==> config.mk <==
export PLATFORM = sky130hd
export DESIGN_NAME = scan_matrix_display
export DESIGN_NICKNAME = d
export VERILOG_FILES = /design/src/rtl/scan_disp_pkg.sv /design/src/rtl/scan_ctrl.sv /design/src/rtl/scan_datapath.sv /design/src/rtl/scan_matrix_display.sv
export SDC_FILE = /design/constraint.sdc
export NUM_CORES = 1
export LEC_CHECK = 0
export ABC_AREA = 1
export BUFFER_PORTS_ARGS = -buffer_cell sky130_fd_sc_hd__buf_2
export CAP_MARGIN = 25
export CORE_MARGIN = 2
export CORE_UTILIZATION = 34
export CTS_CLUSTER_DIAMETER = 100
export DETAILED_ROUTE_END_ITERATION = 10
export MAX_ROUTING_LAYER = met4
export PLACE_DENSITY = 0.78
export SLEW_MARGIN = 20
export SYNTH_ARGS = -nofsm -noshare
export SYNTH_HDL_FRONTEND = slang
export SYNTH_SLANG_ARGS = --single-unit
export TNS_END_PERCENT = 50
==> constraint.sdc <==
create_clock -name clk -period 1.47 [get_ports clk]
set_clock_uncertainty 0.05 [all_clocks]
set_input_delay 0.2205 -clock clk [delete_from_list [all_inputs] [get_ports clk]]
set_output_delay 0.2205 -clock clk [all_outputs]
set_load 0.005 [all_outputs]
==> src/rtl/scan_disp_pkg.sv <==
package scan_disp_pkg;
  // Upper bound on the index width carried in the strobe struct (up to 256 columns).
  localparam int unsigned SEL_W = 8;

  typedef struct packed {
    logic [SEL_W-1:0] colIdx;  // current scan column
    logic [SEL_W-1:0] regIdx;  // register shown when the column is not blank
    logic             blank;   // forced-dark spacer column
  } scan_strobe_t;
endpackage

==> src/rtl/scan_ctrl.sv <==
module scan_ctrl
  import scan_disp_pkg::*;
#(
  parameter int unsigned NUM_REGS = 8
) (
  input  logic         clk,
  input  logic         rst,
  output scan_strobe_t strobes
);
  localparam int unsigned COLS  = 2 * NUM_REGS;
  localparam int unsigned CNT_W = (COLS > 1) ? $clog2(COLS) : 1;

  logic [CNT_W-1:0] scanPos;

  always_ff @(posedge clk) begin
    if (rst) begin
      scanPos <= '0;
    end else if (scanPos == CNT_W'(COLS - 1)) begin
      scanPos <= '0;
    end else begin
      scanPos <= scanPos + 1'b1;
    end
  end

  always_comb begin
    strobes.colIdx = SEL_W'(scanPos);
    strobes.regIdx = SEL_W'(scanPos >> 1);
    strobes.blank  = scanPos[0];
  end
endmodule

==> src/rtl/scan_datapath.sv <==
module scan_datapath
  import scan_disp_pkg::*;
#(
  parameter int unsigned NUM_REGS = 8,
  parameter int unsigned REG_W    = 16
) (
  input  scan_strobe_t                strobes,
  input  logic [NUM_REGS*REG_W-1:0]   regBank,
  output logic [2*NUM_REGS-1:0]       colSel,
  output logic [REG_W-1:0]            rowData
);
  localparam int unsigned COLS = 2 * NUM_REGS;

  genvar c;
  generate
    for (c = 0; c < COLS; c++) begin : g_col
      assign colSel[c] = (strobes.colIdx == SEL_W'(c));
    end
  endgenerate

  logic [REG_W-1:0] pickedReg;

  always_comb begin
    pickedReg = '1;
    for (int k = 0; k < NUM_REGS; k++) begin
      if (strobes.regIdx == SEL_W'(k)) begin
        pickedReg = regBank[k*REG_W +: REG_W];
      end
    end
  end

  // Active-low rows: register bits pass straight through; spacer columns stay dark.
  assign rowData = strobes.blank ? '1 : pickedReg;
endmodule

==> src/rtl/scan_matrix_display.sv <==
module scan_matrix_display
  import scan_disp_pkg::*;
#(
  parameter int unsigned NUM_REGS = 8,
  parameter int unsigned REG_W    = 16
) (
  input  logic                        clk,
  input  logic                        rst,
  input  logic [NUM_REGS*REG_W-1:0]   regBank,
  output logic [2*NUM_REGS-1:0]       colSel,
  output logic [REG_W-1:0]            rowData
);
  scan_strobe_t strobes;

  scan_ctrl #(.NUM_REGS(NUM_REGS)) u_ctrl (
    .clk     (clk),
    .rst     (rst),
    .strobes (strobes)
  );

  scan_datapath #(.NUM_REGS(NUM_REGS), .REG_W(REG_W)) u_dp (
    .strobes (strobes),
    .regBank (regBank),
    .colSel  (colSel),
    .rowData (rowData)
  );
endmodule

# After elaboration in Yosys (flattened, before gate mapping)
# Index checks and enable logic that the tools add are counted.
# op_classes
n_addsub	1
eq_ne	22
muxes	9
n_reduce_logical	3
# ops
op	n
16-bit two-way mux	9
4-bit equality test (second input constant)	8
4-bit by 3-bit equality test with 1-bit output (second input constant)	4
8-bit zero test	2
3-bit equality test (second input constant)	4
4-bit by 2-bit equality test with 1-bit output (second input constant)	2
3-bit by 2-bit equality test with 1-bit output (second input constant)	2
4-bit by 1-bit adder with 4-bit output (second input constant)	1
4-bit by 1-bit equality test with 1-bit output (second input constant)	1
3-bit by 1-bit equality test with 1-bit output (second input constant)	1
2-bit OR reduction	1
# word_totals
regBits	4
inputBits	130
elab_cells	36

# Depth between registers and ports, before layout
# logic_depth
ltp_word	10
mapped_depth	10

# Modules after synthesis
# Synthesis repeated with hierarchy kept, for this count alone.
# hier_totals
cells_unflattened	418
hier_area_um2	1955.6
# by_module_without_submodules
module	n_inst	cells_each	area_per_inst_um2
scan_datapath	1	387	1700.4
scan_ctrl	1	31	255.2

# Worst setup path before layout
# Ideal clock, no wire load.
# synth_timing
path_kind	register to output
start	register u_ctrl.scanPos[1]
end	output colSel[13]
arrival_time_ps	1185
path_slack_ps	14
stages_incl_launch_ff	8
path_buffers	3
path_cell_list	dfxtp_1 -> buf_4 -> inv_4 -> buf_6 -> buf_2 -> ha_1 -> inv_1 -> nor2_1
# synth_via
elab_chain_cells	1
# synth_rtl
item	line	source
start, declared	scan_ctrl.sv:13	logic [CNT_W-1:0] scanPos;
start signal, assigned	scan_ctrl.sv:21	scanPos <= scanPos + 1'b1;
4-bit equality test	scan_datapath.sv:17	assign colSel[c] = (strobes.colIdx == SEL_W'(c));
end, declared	scan_matrix_display.sv:10	output logic [2*NUM_REGS-1:0] colSel,
# No other way between the ends.

# Final worst setup path
# layout_timing
start	register u_ctrl.scanPos[2]
end	output rowData[0]
# layout_via
elab_chain_cells	10
# layout_rtl
item	line	source
8-bit zero test	scan_datapath.sv:26	if (strobes.regIdx == SEL_W'(k)) begin
16-bit two-way mux (7 in series)	scan_datapath.sv:26	
16-bit two-way mux (*)	scan_datapath.sv:26	
16-bit two-way mux (*)	scan_datapath.sv:33	assign rowData = strobes.blank ? '1 : pickedReg;
end, declared	scan_matrix_display.sv:11	output logic [REG_W-1:0] rowData
# Every way passes the cells marked *; elsewhere a longest branch is shown, timed or not.

==> qor.yml <==
die_area_sq_mm: 0.00573
synth-compound-area-share_pct: 13.9
end_kind: "output pin"
cp_num_buf_inv: 3
timing.rr.start: "u_ctrl.scanPos[1]"
cts_tree: "built"
cpLargestDelayFamily: "simple AND/OR/NAND/NOR gates"
holdBufCountCts: 0
startpoint: "u_ctrl.scanPos[2]"
ir_drop_v: 0.000223
fin_ws_ns: -0.384
overflow: 0
synth_top_area_share_pct: 18.5
async_flop_share_pct: 0
fin_crit_sh_pct: 126
layout-drive-gt1-share_pct: 46.9
final_nets: 643
cp_max_fo: 18
grt_max_degree: 28
multi_input_area_sq_mm: 0.00141
io_pins: 162
max-cap-violations: 0
yosys.area_share.simple_pct: 57.0
synth_cell_types: 28
p_leak_nw: 1.72
min_period_ns: 1.85
cp_data_required_time_ns: 1.20
cts-root-buf: "clkbuf_8"
synth_enable_flop_cells: 0
slew_headroom_pct: 82.8
finalHoldViolCount: 0
reg.largest.list: "u_ctrl.scanPos (4)"
vias: 2783
critPathMaxStageDelay_ns: 0.35
critPathLaunchType: "flip-flop"
drc: 0
critPathArrivalTime_ns: 1.58
max_slew.worst_pin.slew_ns: 0.258
routedWlPerCell_um: 12.7
grt_pass1_wl_um: 10300
antenna_left: 0
yosysWarnings: 0
largest_register_ffs: 4
max_freq_ghz: 0.539
clkTransAtPathRegs_ns: 0.03
yosysMostFrequentCell: "nand2_1"
clockBufferDepth: 2
port_buffers: 161
avgSynthCellArea_sq_um: 5.28
netlist_area_sq_mm: 0.00175
antenna_cells: 0
violations: "negative setup slack"
ys_top_cells_by_area: "nand2_1 18%, inv_1 11%, nand3b_1 8.6%"
syn_inst: 331
core_sq_mm: 0.00504
hold_class: "in -> reg"
hold_slack_ns: 0.123
worstSetupPathType: "reg -> out"
max_flop_register: "u_ctrl.scanPos"
clk_latency_ns: 0.22
cts_made_buffers: 3
yosysSeqAreaShare_pct: 4.58
start_util_pct: 34.7
clock-sinks: 4
synth-seq-cells: 4
synthToLayoutAreaGrowth_pct: 73.5
holdCritStartpoint: "rst"
antenna_found_initial: 0
gp_congestion: 0.830
row_count: 26
synthFlopType: "dfxtp_1"
die_y_um: 75.7
first_pass_iters: 6
p_per_area_mw_per_mm2: 412
finalSetupViolCount: 31
synth_top_family_by_area: "simple AND/OR/NAND/NOR gates"
rsz0062_at_grt: "true"
n_fill_cell: 520
yosysTopAreaCell: "nand2_1"
grt_pass1_vias: 2377
htreeDepth: 1
slowest_stage: "dfxtp_2"
drv_slew: 0
grt_usage_pct: 24.0
path_cells: "buf_12 -> nor2_4 -> buf_12 -> nand3_1 -> nand2_1 -> o21ai_2 -> nand4_1 -> nand2_1 -> buf_2"
routed_wl_um: 7330
status: "finished, violations left"
tns_ns: -7.49
die_w_um: 75.7
synth.area.mux_share_pct: 0
syn_nets: 465
dp_hpwl_um: 5910
regArea_sq_um: 90.1
synth_xor_area_share_pct: 0
viasPerCell: 4.82
synth_adder_area_share_pct: 2.86
drt-initial-drc-count: 157
synth_commonest_cells: "86 x nand2_1, 51 x inv_1, 35 x nor2_1"
cell type report:
type                    count  area share [%]
clock buffers               3            1.36
inverters                  56            7.43
flip-flops and latches      4            2.97
repair buffers            194            38.9
well taps                  70            2.89
multi-input cells         250            46.5
placed cells by master (no fill, tap or decap), types with 2 or more instances in the layout:
master | Yosys | final
nand3_1 | 27 | 27
dfxtp_4 | 0 | 2
a31oi_1 | 16 | 16
dfxtp_2 | 0 | 2
nor2_4 | 1 | 4
or2_4 | 0 | 3
nand3b_1 | 20 | 20
buf_2 | 11 | 161
a21oi_1 | 7 | 7
nor2_2 | 0 | 6
or2_0 | 3 | 3
nor2_8 | 2 | 2
nand2_1 | 86 | 82
o21a_1 | 5 | 5
buf_12 | 0 | 8
o21ai_2 | 0 | 4
nor2_1 | 35 | 27
clkbuf_8 | 0 | 3
inv_4 | 2 | 4
inv_1 | 51 | 47
o21ai_0 | 8 | 4
buf_4 | 3 | 19
ha_4 | 0 | 3
o21ai_1 | 6 | 6
buf_6 | 6 | 5
inv_2 | 2 | 3
nand2_2 | 1 | 5
or2_1 | 6 | 6
nand4_1 | 17 | 17
path summary, 6_finish.rpt:
kind	slack (ns)	cells after the start	end
setup / recovery	-0.38	9	rowData[0]
setup reg to reg	0.08	6	u_ctrl.scanPos[1]
hold / removal	0.12	2	u_ctrl.scanPos[2]
hold reg to reg	0.45	2	u_ctrl.scanPos[2]
per-stage QoR:
step	setup slack (ns)	power (W)	std cells	utilization (%)	area, sq um
2_1_floorplan	0.0143	0.000534	331	-	1750
3_3_place_gp	-0.290	0.000923	570	55.4	2790
3_5_place_dp	-0.291	0.000932	570	55.4	2790
4_1_cts	-0.352	0.00122	577	58.9	2970
5_1_grt	-0.451	0.00136	577	60.1	3030
6_report	-0.384	0.00125	577	60.1	3030
layer usage:
layer	part of all wire, %	vias up	GRT usage, %
li1	-	1419	-
met1	44	1220	32.0
met2	49	136	40.8
met3	6.4	8	1.32
met4	0.80	0	3.90
met5	0	-	-
what timing repair did:
item | 4_1_cts | 5_1_grt
gates resized for setup | 36 | 19
buffers inserted | 3 | 1
setup endpoints to repair | 33 | 34
cloned | 1 | 0
pin swaps | 11 | 11
logic make-up (layout without fill, tap and decap cells):
group                    after synthesis  count (layout)
AND/OR/NAND/NOR                      203             204
buffers and inverters                 78             253
AO/OA/AOI/OAI                         42              42
adder cells (fa/ha/maj)                4               4
flip-flops                             4               4
power breakdown:
| group | total (W) | internal (W) | switching (W) |
|---|---|---|---|
| Combinational | 0.000880 | 0.000432 | 0.000448 |
| Clock | 0.000237 | 0.000175 | 0.0000620 |
| Sequential | 0.000132 | 0.000116 | 0.0000162 |
| Total | 0.00125 | 0.000724 | 0.000526 |
(Power assumes the default switching activity.)
